$ cat src/rtl/nvmAccessPkg.sv
package nvmAccessPkg;
  localparam logic [2:0] OFS_CTRL   = 3'd0;
  localparam logic [2:0] OFS_UNLOCK = 3'd1;
  localparam logic [2:0] OFS_ADRL   = 3'd2;
  localparam logic [2:0] OFS_ADRH   = 3'd3;
  localparam logic [2:0] OFS_DATL   = 3'd4;
  localparam logic [2:0] OFS_DATH   = 3'd5;

  localparam int BIT_RD    = 0;
  localparam int BIT_WR    = 1;
  localparam int BIT_WREN  = 2;
  localparam int BIT_ERR   = 3;
  localparam int BIT_SPACE = 7;

  localparam logic [7:0] KEY_FIRST  = 8'h55;
  localparam logic [7:0] KEY_SECOND = 8'hAA;

  typedef struct packed {
    logic loadRead;
    logic space;
    logic lockRegs;
  } nvmStrobes_t;

  typedef enum logic [1:0] {UL_IDLE, UL_FIRST, UL_ARMED} unlockState_t;
endpackage

$ cat src/rtl/nvmDatapath.sv
module nvmDatapath
  import nvmAccessPkg::*;
#(
  parameter int DATA_AW = 6,
  parameter int PGM_AW  = 11,
  parameter int PGM_DW  = 14,
  parameter int FULL_AW = 13
) (
  input  logic                clk,
  input  logic                rstN,
  input  logic                busWe,
  input  logic [2:0]          busAddr,
  input  logic [7:0]          busWdata,
  input  nvmStrobes_t         strb,
  input  logic [7:0]          ctrlReg,
  output logic [7:0]          busRdata,
  output logic [DATA_AW-1:0]  dmemAddr,
  output logic [7:0]          dmemWdata,
  input  logic [7:0]          dmemRdata,
  output logic [PGM_AW-1:0]   pmemAddr,
  output logic [PGM_DW-1:0]   pmemWdata,
  input  logic [PGM_DW-1:0]   pmemRdata
);
  localparam int HI_AW = FULL_AW - 8;
  localparam int HI_DW = PGM_DW - 8;

  logic [7:0]       addrLo;
  logic [HI_AW-1:0] addrHi;
  logic [7:0]       dataLo;
  logic [HI_DW-1:0] dataHi;
  logic [FULL_AW-1:0] fullAddr;

  assign fullAddr  = {addrHi, addrLo};
  assign pmemAddr  = fullAddr[PGM_AW-1:0];
  assign dmemAddr  = addrLo[DATA_AW-1:0];
  assign dmemWdata = dataLo;
  assign pmemWdata = {dataHi, dataLo};

  always_ff @(posedge clk) begin
    if (!rstN) begin
      addrLo <= '0;
      addrHi <= '0;
      dataLo <= '0;
      dataHi <= '0;
    end else if (strb.loadRead) begin
      if (strb.space) begin
        dataLo <= pmemRdata[7:0];
        dataHi <= pmemRdata[PGM_DW-1:8];
      end else begin
        dataLo <= dmemRdata;
      end
    end else if (busWe && !strb.lockRegs) begin
      case (busAddr)
        OFS_ADRL: addrLo <= busWdata;
        OFS_ADRH: addrHi <= busWdata[HI_AW-1:0];
        OFS_DATL: dataLo <= busWdata;
        OFS_DATH: dataHi <= busWdata[HI_DW-1:0];
        default: ;
      endcase
    end
  end

  always_comb begin
    case (busAddr)
      OFS_CTRL: busRdata = ctrlReg;
      OFS_ADRL: busRdata = addrLo;
      OFS_ADRH: busRdata = {{(8-HI_AW){1'b0}}, addrHi};
      OFS_DATL: busRdata = dataLo;
      OFS_DATH: busRdata = {{(8-HI_DW){1'b0}}, dataHi};
      default:  busRdata = 8'h00;
    endcase
  end
endmodule

$ cat src/rtl/nvmCtrlFsm.sv
module nvmCtrlFsm
  import nvmAccessPkg::*;
#(
  parameter int WRITE_CYCLES = 16
) (
  input  logic        clk,
  input  logic        rstN,
  input  logic        busWe,
  input  logic [2:0]  busAddr,
  input  logic [7:0]  busWdata,
  input  logic        irqReq,
  output nvmStrobes_t strb,
  output logic [7:0]  ctrlReg,
  output logic        dmemWe,
  output logic        pmemWe,
  output logic        coreStall,
  output logic        doneP,
  output logic        irqOut
);
  localparam int CW = $clog2(WRITE_CYCLES + 1);

  logic rdBit, rdCnt, wrBit, wren, err, space;
  logic irqPend, irqRel;
  logic [CW-1:0] cnt;
  unlockState_t ulState;

  logic busy, ctrlWr, wantWr, accept, reject, startRd, readDone, commit;

  assign busy     = rdBit | wrBit;
  assign ctrlWr   = busWe && (busAddr == OFS_CTRL) && !busy;
  assign wantWr   = ctrlWr && busWdata[BIT_WR];
  assign accept   = wantWr && busWdata[BIT_WREN] && (ulState == UL_ARMED);
  assign reject   = wantWr && !accept;
  assign startRd  = ctrlWr && busWdata[BIT_RD] && !busWdata[BIT_WR];
  assign readDone = rdBit && !rdCnt;
  assign commit   = wrBit && (cnt == '0);

  assign dmemWe    = commit && !space;
  assign pmemWe    = commit && space;
  assign coreStall = wrBit && space;
  assign irqOut    = (irqReq && !coreStall) || irqRel;

  assign strb.loadRead = readDone;
  assign strb.space    = space;
  assign strb.lockRegs = busy;

  assign ctrlReg = {space, 3'b000, err, wren, wrBit, rdBit};

  always_ff @(posedge clk) begin
    if (!rstN) begin
      rdBit   <= 1'b0;
      rdCnt   <= 1'b0;
      wrBit   <= 1'b0;
      wren    <= 1'b0;
      err     <= 1'b0;
      space   <= 1'b0;
      cnt     <= '0;
      doneP   <= 1'b0;
      irqPend <= 1'b0;
      irqRel  <= 1'b0;
      ulState <= UL_IDLE;
    end else begin
      doneP  <= commit;
      irqRel <= irqPend && doneP;
      if (doneP) irqPend <= 1'b0;
      else if (irqReq && coreStall) irqPend <= 1'b1;

      if (busWe) begin
        if (busAddr == OFS_UNLOCK && busWdata == KEY_FIRST) ulState <= UL_FIRST;
        else if (busAddr == OFS_UNLOCK && busWdata == KEY_SECOND && ulState == UL_FIRST)
          ulState <= UL_ARMED;
        else ulState <= UL_IDLE;
      end

      if (ctrlWr) begin
        space <= busWdata[BIT_SPACE];
        wren  <= busWdata[BIT_WREN];
        err   <= reject || busWdata[BIT_ERR];
      end

      if (startRd) begin
        rdBit <= 1'b1;
        rdCnt <= busWdata[BIT_SPACE];
      end else if (rdBit) begin
        if (rdCnt) rdCnt <= 1'b0;
        else rdBit <= 1'b0;
      end

      if (accept) begin
        wrBit <= 1'b1;
        cnt   <= CW'(WRITE_CYCLES - 1);
      end else if (wrBit) begin
        if (cnt == '0) wrBit <= 1'b0;
        else cnt <= cnt - 1'b1;
      end
    end
  end
endmodule

$ cat src/rtl/nvmAccessCtrl.sv
module nvmAccessCtrl
  import nvmAccessPkg::*;
#(
  parameter int DATA_AW      = 6,
  parameter int PGM_AW       = 11,
  parameter int PGM_DW       = 14,
  parameter int FULL_AW      = 13,
  parameter int WRITE_CYCLES = 16
) (
  input  logic               clk,
  input  logic               rstN,
  input  logic               busWe,
  input  logic [2:0]         busAddr,
  input  logic [7:0]         busWdata,
  output logic [7:0]         busRdata,
  input  logic               irqReq,
  output logic               irqOut,
  output logic               coreStall,
  output logic               doneP,
  output logic [DATA_AW-1:0] dmemAddr,
  output logic [7:0]         dmemWdata,
  output logic               dmemWe,
  input  logic [7:0]         dmemRdata,
  output logic [PGM_AW-1:0]  pmemAddr,
  output logic [PGM_DW-1:0]  pmemWdata,
  output logic               pmemWe,
  input  logic [PGM_DW-1:0]  pmemRdata
);
  nvmStrobes_t strb;
  logic [7:0]  ctrlReg;

  nvmCtrlFsm #(.WRITE_CYCLES(WRITE_CYCLES)) i_ctrl (
    .clk(clk), .rstN(rstN), .busWe(busWe), .busAddr(busAddr), .busWdata(busWdata),
    .irqReq(irqReq), .strb(strb), .ctrlReg(ctrlReg), .dmemWe(dmemWe), .pmemWe(pmemWe),
    .coreStall(coreStall), .doneP(doneP), .irqOut(irqOut)
  );

  nvmDatapath #(.DATA_AW(DATA_AW), .PGM_AW(PGM_AW), .PGM_DW(PGM_DW), .FULL_AW(FULL_AW)) i_dp (
    .clk(clk), .rstN(rstN), .busWe(busWe), .busAddr(busAddr), .busWdata(busWdata),
    .strb(strb), .ctrlReg(ctrlReg), .busRdata(busRdata),
    .dmemAddr(dmemAddr), .dmemWdata(dmemWdata), .dmemRdata(dmemRdata),
    .pmemAddr(pmemAddr), .pmemWdata(pmemWdata), .pmemRdata(pmemRdata)
  );
endmodule

$ cat config.mk
export PLATFORM = sky130hd
export DESIGN_NAME = nvmAccessCtrl
export DESIGN_NICKNAME = d
export VERILOG_FILES = /design/src/rtl/nvmAccessPkg.sv /design/src/rtl/nvmDatapath.sv /design/src/rtl/nvmCtrlFsm.sv /design/src/rtl/nvmAccessCtrl.sv
export SDC_FILE = /design/constraint.sdc
export NUM_CORES = 1
export LEC_CHECK = 0
export BUFFER_PORTS_ARGS = -buffer_cell sky130_fd_sc_hd__buf_2
export CAP_MARGIN = 20
export CORE_AREA = 10 10 93 75
export DETAILED_ROUTE_END_ITERATION = 6
export DIE_AREA = 0 0 103 85
export PLACE_DENSITY_LB_ADDON = 0.3
export RECOVER_POWER = 50
export SETUP_SLACK_MARGIN = 0.02
export SLEW_MARGIN = 30
export SYNTH_ARGS = -nofsm -noshare
export SYNTH_HDL_FRONTEND = slang
export SYNTH_SLANG_ARGS = --single-unit
$ cat constraint.sdc
create_clock -name clk -period 5.7 [get_ports clk]
set_input_delay 1.14 -clock clk [delete_from_list [all_inputs] [get_ports clk]]
set_output_delay 1.14 -clock clk [all_outputs]
set_load 0.01 [all_outputs]
==> metrics.md, run 1 <==
| Metric | Value |
|---|---|
| Port bufs | 88 |
| Reg2reg path depth | 3 |
| Met3 wire length | roughly 890 um |
| Reg2Reg Setup Slack | 3.54 ns |
| DP Area | between 2000 and 3000 um2 |
| Drc violations | 0 |
| Core Util, Final | 55.8% |
| CP Capture Type | output port |
| Post-DP HPWL | slightly below 6000 um |
| Worst Path Required | roughly 4.6 ns |
| Post-synth EDFFs | 0 |
| DR vias/cell | between 5 and 6 |
| Initial antenna violation count | 0 |
| VDD IR max | approximately 120 uV |
| Cell type with the largest total area after synthesis | dfxtp_1 |
| Area growth from synthesis to final layout | 15.8% |
| CTS buffer count | 5 |
| Ys flop type | dfxtp_1 |
| Final Cell Area | about 2900 um2 |
| Vias in the first global route | 2367 |
| Fin crit share | approximately 60% |
| CP max stage cell | buf_4 |
| Total negative slack | 0 ns |
| PostCTS Resize Cnt | 0 |
| Clock-pin slew on the worst setup and hold paths | around 0.080 ns |
| Worst-skew pair later-pin latency | ~0.3 ns |
| Max-cap check violation count | 0 |
| Die height | 85 um |
| Hold Crit Start | i_ctrl.doneP |
| Largest net degree at the start of global routing | 30 |
| Final cell count without fillers | ~420 |
| Top layer in use | met4 |
| H-Tree Depth | 2 |
| Routed wl met2 | approximately 3500 um |
| Fin. max-slew vios | 0 |
| Worst Hold Class | flop to flop |
| First-pass GRT wire length | roughly 12000 um |
| Yosys top cell area share | around 35% |
| Synth async-reset ratio | 0% |
| Die ar. | just under 9000 um2 |
| Number of synthesized register bits | 43 |
| Via count | about 2400 |
| Post-Route WL | approximately 8000 um |
| Worst hold margin | 0.449 ns |
| Leak | ~1.1 nW |
| Layout cell share with drive strength beyond 1 | between 10% and 20% |
| Num Clock Sinks | 43 |
| Layout net count | 391 |
| XOR/XNOR share of the synthesized area | 0% |
| Seq/Total Area, Yosys | between 30% and 40% |
| Worst Setup Start Kind | primary input |
| Least-Margin Pin Slew | roughly 1.4 ns |
| Post-Synth Simple-Gate Area | ~18% |
| CTS Root Cell | clkbuf_8 |
| Avg Inst Size Synth | around 8.5 um2 |
| Tmin final | between 3 and 4 ns |
| P per Cell Area | around 220 nW/um2 |
| Hold buffer count at CTS | 0 |
| Compound-Gate Fraction of Synth Area | a little over a quarter |
| Total power | 0.646 mW |
| Outcome | completed |
| Multiplexer share of the synthesized area | around 9% |
| Count leader, synth | dfxtp_1 |
| Pre-antenna DRT Iters | 4 |
| Final setup violation count | 0 |
| Core box area | 5180 um2 |
| Gr ovfl total | 0 |
| Final Wtd Congestion | roughly 0.86 |
| Largest cells by area after synthesis | dfxtp_1, a21oi_1, mux2i_1 |
| Initial core utilization | between 40% and 50% |
| Rows | 23 |
| RSZ-0062 raised after global routing | false |
| Worst reg2reg startpoint | i_ctrl.wrBit |
| Post-Place Cells | about 410 |
| Syn Inst Count | approximately 300 |
| 1st-iter DRT viols | 251 |
| Most frequent cells after synthesis | dfxtp_1, a21oi_1, clkbuf_1 |
| Worst EP arrival | between 2 and 2.5 ns |
| FMAX | 286 MHz |
| DP Worst Slack | 2.23 ns |
| Most frequent CP cell | buf_2 |
| Clock Tree Buf Depth | 2 |
| Setup bufs post-CTS | 0 |
| Post-synth cell types | 43 |
| Met1 WL | about 3500 um |
| Inserted Diodes | 0 |
| Syn_nets | around 330 |
| CTS tree | yes |
| Cells along the critical path | buf_2 -> nor2b_1 -> buf_4 -> a22oi_1 -> a21oi_1 -> buf_2 |
| Kind of critical path | primary input to output port |
| WHS Path Cells | 1 |
| Max Clock Skew | roughly 0.0062 ns |
| Num ports | between 80 and 90 |
| Hold Crit Endpoint | i_ctrl.irqPend |
| GRT Util Overall | roughly 17% |
| Mapped cell area | between 2000 and 2500 um2 |
| CP Max Fanout | 29 |
| Final worst slack | about 2.2 ns |
| DRT antenna net count | 0 |
| Largest family of logic cells by synthesized area | compound AO/OA/AOI/OAI gates |
| Post-Synth Adder-Cell Area | under 10% |
| Avg WL per Cell | 18.9 um |
| Slew margin rel. | 9.30% |
| Reg2reg end | i_ctrl.cnt[4] |
| Critical path's largest stage delay | slightly above 0.3 ns |
| Final hold vios | 0 |
| Die Span X | a little over 100 um |
| Synth warn | 0 |
metal layers:
metal,GRT usage (%),vias to the layer above
li1,-,1194
met5,0,-
met4,4.04,0
met1,24.4,1128
met2,25.6,101
met3,5.02,4
cell families (layout without fill, tap and decap cells):
logic type	Yosys count	count (layout)
compound gates	102	102
flops	43	43
buf+inv	51	110
simple gates	74	74
fa+ha+maj	2	2
mux	22	22
power by group:
| group | switching [mW] | internal (mW) |
|---|---|---|
| sequential | 0.00695 | 0.306 |
| combinational | 0.0511 | 0.0334 |
| clock | 0.107 | 0.142 |
| total | 0.165 | 0.481 |
worst max path at each step:
stage / startpoint / to / cells past startpoint
floorplan: busAddr[2] / busRdata[0] / 5
global placement: busAddr[2] / busRdata[2] / 6
detailed placement: busAddr[2] / busRdata[2] / 6
CTS: busAddr[2] / busRdata[2] / 6
global route: busAddr[0] / busRdata[4] / 5
finish: busAddr[2] / busRdata[2] / 6
worst max-delay path: cells and delay by family:
| kind | cells | cell delay, ns |
|---|---|---|
| and+or+nand+nor | 1 | 0.27 |
| AOI/OAI and AO/OA | 2 | 0.29 |
| buffers and inverters | 3 | 0.64 |
sequential cells by signal, indices dropped and copies added, names as in the netlist, 2 cells and up:
signal          cells
i_dp.addrLo         8
i_dp.dmemWdata      8
i_dp.dataHi         6
i_ctrl.cnt          5
i_dp.addrHi         5
i_ctrl.ulState      2
area by class of cell:
| type | instances | area [um2] |
|---|---|---|
| Clock buffer | 6 | 82.6 |
| Multi-Input combinational cell | 200 | 1380 |
| Clock inverter | 2 | 35.0 |
| Fill cell | 521 | 2290 |
| Inverter | 8 | 30.0 |
| Tap cell | 62 | 77.6 |
| Timing Repair Buffer | 94 | 429 |
| Sequential cell | 43 | 861 |
cells in the final DEF, fill, tap and decap left out, types with 2 or more instances in the layout:
cell | synthesis | routed
inv_1 | 8 | 8
buf_2 | 4 | 46
nand3_1 | 17 | 17
ha_1 | 2 | 2
a21boi_0 | 8 | 8
or4b_2 | 2 | 2
nand2b_1 | 4 | 4
clkbuf_1 | 20 | 43
nor4bb_1 | 7 | 7
clkbuf_8 | 0 | 6
mux2_2 | 5 | 5
o21ai_0 | 17 | 17
a22oi_1 | 5 | 5
nor2b_1 | 4 | 4
nor3_1 | 2 | 2
o31a_1 | 8 | 8
mux2i_1 | 17 | 17
nand2_1 | 10 | 10
and3_1 | 10 | 10
dfxtp_1 | 43 | 43
a221oi_1 | 5 | 5
nand4_1 | 2 | 2
a31oi_1 | 4 | 4
a21o_1 | 3 | 3
a21oi_1 | 34 | 34
a211oi_1 | 12 | 12
nor2_1 | 7 | 7
buf_4 | 17 | 5
nand3b_1 | 2 | 2
Power figures use the tool's default switching activity.
==> inputs of run 2 (changes only) <==
--- a/config.mk
+++ b/config.mk
@@ -5,11 +5,12 @@
 export SDC_FILE = /design/constraint.sdc
 export NUM_CORES = 1
 export LEC_CHECK = 0
+export ABC_AREA = 1
 export BUFFER_PORTS_ARGS = -buffer_cell sky130_fd_sc_hd__buf_2
 export CAP_MARGIN = 20
-export CORE_AREA = 10 10 93 75
+export CORE_AREA = 10 10 92 74
 export DETAILED_ROUTE_END_ITERATION = 6
-export DIE_AREA = 0 0 103 85
+export DIE_AREA = 0 0 102 84
 export PLACE_DENSITY_LB_ADDON = 0.3
 export RECOVER_POWER = 50
 export SETUP_SLACK_MARGIN = 0.02
==> constraint.sdc (replaced) <==
create_clock -name clk -period 3.6 [get_ports clk]
set_input_delay 0.72 -clock clk [delete_from_list [all_inputs] [get_ports clk]]
set_output_delay 0.72 -clock clk [all_outputs]
set_load 0.01 [all_outputs]
==> run 2 against run 1 <==
  * Critical path type is now primary input to flop
  * Largest cell class unchanged
  * Routed wire length decreased by 8.8%
  * Die area down 2.1%
  * Global-route usage shrank 0.61 points
==> metrics.md, run 2 <==
| Metric | Value |
|---|---|
| Commonest cells after routing, fill and taps aside | nand2_1, buf_2, nor2_1 |
| CTS tree | yes |
| P per Cell Area | 347 nW/um2 (+55%) |
| PostCTS Resize Cnt | 0 (unchanged) |
| Max Clock Skew | 0.00555 ns (-0.000672 ns) |
| CTS Root Cell | clkbuf_8 |
| Final hold vios | 0 (unchanged) |
| Avg WL per Cell | 15.3 um (-19%) |
| CTS buffer count | 5 (unchanged) |
| Inserted Diodes | 0 (unchanged) |
| Kind of critical path | primary input to flop |
| Num Clock Sinks | 43 (unchanged) |
| Fin. max-slew vios | 0 (unchanged) |
| Seq/Total Area, Yosys | 36.3% (+1.8 points) |
| Worst-skew pair later-pin latency | 0.30 ns (about the same) |
| Post-DP HPWL | 5670 um (-3.8%) |
| Post-Route WL | 7170 um (-8.8%) |
| RSZ-0062 raised after global routing | false |
| GRT Util Overall | 16.8% (-0.61 points) |
| Mapped cell area | 2370 um2 (-4.9%) |
| FMAX | ~370 MHz |
| Worst Hold Class | flop to flop |
| Layout net count | 444 (+14%) |
| Synth async-reset ratio | 0% (unchanged) |
| Worst Setup Start Kind | primary input |
| CP Max Fanout | 34 (+17%) |
| Die ar. | 8570 um2 (-2.1%) |
| Worst Path Required | 3.80 ns (-0.76 ns) |
| Count leader, synth | nand2_1 |
| Post-synth cell types | 38 (-12%) |
| Initial core utilization | 46.3% (-1.9 points) |
| Number of synthesized register bits | 43 (unchanged) |
| Max-cap check violation count | 0 (unchanged) |
| Largest net degree at the start of global routing | 35 (+17%) |
| Ys flop type | dfxtp_1 |
| Hold buffer count at CTS | 0 (unchanged) |
| Initial antenna violation count | 0 (unchanged) |
| Leak | 1.29 nW (+16%) |
| Avg Inst Size Synth | 7.17 um2 (-16%) |
| Via count | 2422 (-0.21%) |
| Die Span X | 102 um (-0.97%) |
| Final Wtd Congestion | 0.873 (+1.5%) |
| Port bufs | 88 (unchanged) |
| Least-Margin Pin Slew | 1.33 ns (-0.0264 ns) |
| First-pass GRT wire length | 11700 um (-5.3%) |
| Outcome | completed |
| Final setup violation count | 0 (unchanged) |
| Commonest non-fill, non-tap cell in the layout | nand2_1 |
| DR vias/cell | 5.18 (-12%) |
| VDD IR max | 177 uV (+48%) |
| Drc violations | 0 (unchanged) |
| Num ports | 89 (unchanged) |
| Worst EP arrival | 2.90 ns (+0.55 ns) |
| 1st-iter DRT viols | 168 (-33%) |
| Clock-pin slew on the worst setup and hold paths | 0.08 ns (about the same) |
| Synth warn | 0 (unchanged) |
| DRT antenna net count | 0 (unchanged) |
| Vias in the first global route | 2343 (-1.0%) |
| Pre-antenna DRT Iters | 4 (unchanged) |
| Core box area | 5120 um2 (-1.1%) |
| Total negative slack | 0 ns (unchanged) |
| Die height | 84 um (-1.2%) |
| Largest cells by area after synthesis | dfxtp_1, nand2_1, o21ai_0 |
| Gr ovfl total | 0 (unchanged) |
| Rows | 23 (unchanged) |
| Fin crit share | 75.1% |
| Tmin final | about 2.7 ns |
| Post-synth EDFFs | 0 (unchanged) |
| Total power | 0.958 mW (+48%) |
| Syn Inst Count | 331 (+13%) |
| Setup bufs post-CTS | 0 (unchanged) |
| Cell type with the largest total area after synthesis | dfxtp_1 |
| Area growth from synthesis to final layout | 16.2% |
| Slew margin rel. | 11.1% (+1.8 points) |
| Most frequent cells after synthesis | nand2_1, nor2_1, dfxtp_1 |
| Yosys top cell area share | 36.3% (+1.8 points) |
| CP Capture Type | flop |
| Clock Tree Buf Depth | 2 (unchanged) |
| Syn_nets | 370 (+11%) |
| Layout cell share with drive strength beyond 1 | 21.7% (+2.1 points) |
| H-Tree Depth | 2 (unchanged) |
## run 2: cell types whose count changed after synthesis, moves of 7 or more
cell	previous run	this run
nand2_1	10	62
nor2_1	7	45
o21ai_0	17	41
clkbuf_1	20	2
inv_1	8	25
mux2i_1	17	0
a211oi_1	12	1
a21oi_1	34	24
and3_1	10	0
a21boi_0	8	0
o31a_1	8	0
nor4bb_1	7	0
## run 2: critical path: stages
cell and delay, ns:
buf_2 0.07, clkbuf_1 0.96, clkinv_1 0.74, a211oi_1 0.39
## run 2: cell type report
type | instances | area, um2
Inverter | 33 | 126
Clock buffer | 8 | 100
Timing Repair Buffer | 90 | 418
Multi-Input combinational cell | 232 | 1170
Fill cell | 537 | 2360
Sequential cell | 43 | 861
Tap cell | 62 | 77.6
## run 2: path summary, 6_finish.rpt
kind	from	end	slack, ns	cells after the start
min	i_ctrl.irqPend	i_ctrl.irqRel	0.44	2
max	rstN	i_ctrl.irqPend	0.90	4
max reg2reg	i_ctrl.wrBit	i_dp.addrLo[0]	1.88	5
min reg2reg	i_ctrl.irqPend	i_ctrl.irqRel	0.44	2
## run 2: logic make-up after synthesis
family                   Yosys count  share of synthesized area (%)
AO/OA/AOI/OAI                     83                           19.9
XOR/XNOR                           1                          0.369
adder cells (fa/ha/maj)            2                           1.05
buffers and inverters             56                           12.2
flip-flops                        43                           36.3
AND/OR/NAND/NOR                  146                           30.2
## run 2: per-stage QoR
stage	worst slack, ns	util (%)	cells	hold slack (ns)	instance area (um2)
after floorplan	1.48	-	331	0.410	2370
after global placement	1.16	53.5	460	0.426	2740
after detailed placement	1.09	53.5	460	0.427	2740
after CTS	1.08	55.5	468	0.445	2840
after global routing	0.716	53.8	468	0.467	2760
final	0.896	53.8	468	0.437	2760
## run 2: routing by layer
| layer | GRT usage, % | vias to the layer above | wire length [um] |
|---|---|---|---|
| met3 | 5.30 | 9 | 641 |
| met2 | 25.1 | 97 | 3060 |
| met5 | 0 | - | 0 |
| met1 | 22.9 | 1084 | 3420 |
| li1 | - | 1232 | - |
| met4 | 3.45 | 0 | 53 |
## run 2: report_power, final
| group | total (mW) | internal (mW) | switching, mW |
|---|---|---|---|
| logic | 0.118 | 0.0415 | 0.0760 |
| clock network | 0.341 | 0.175 | 0.166 |
| registers | 0.499 | 0.488 | 0.0112 |
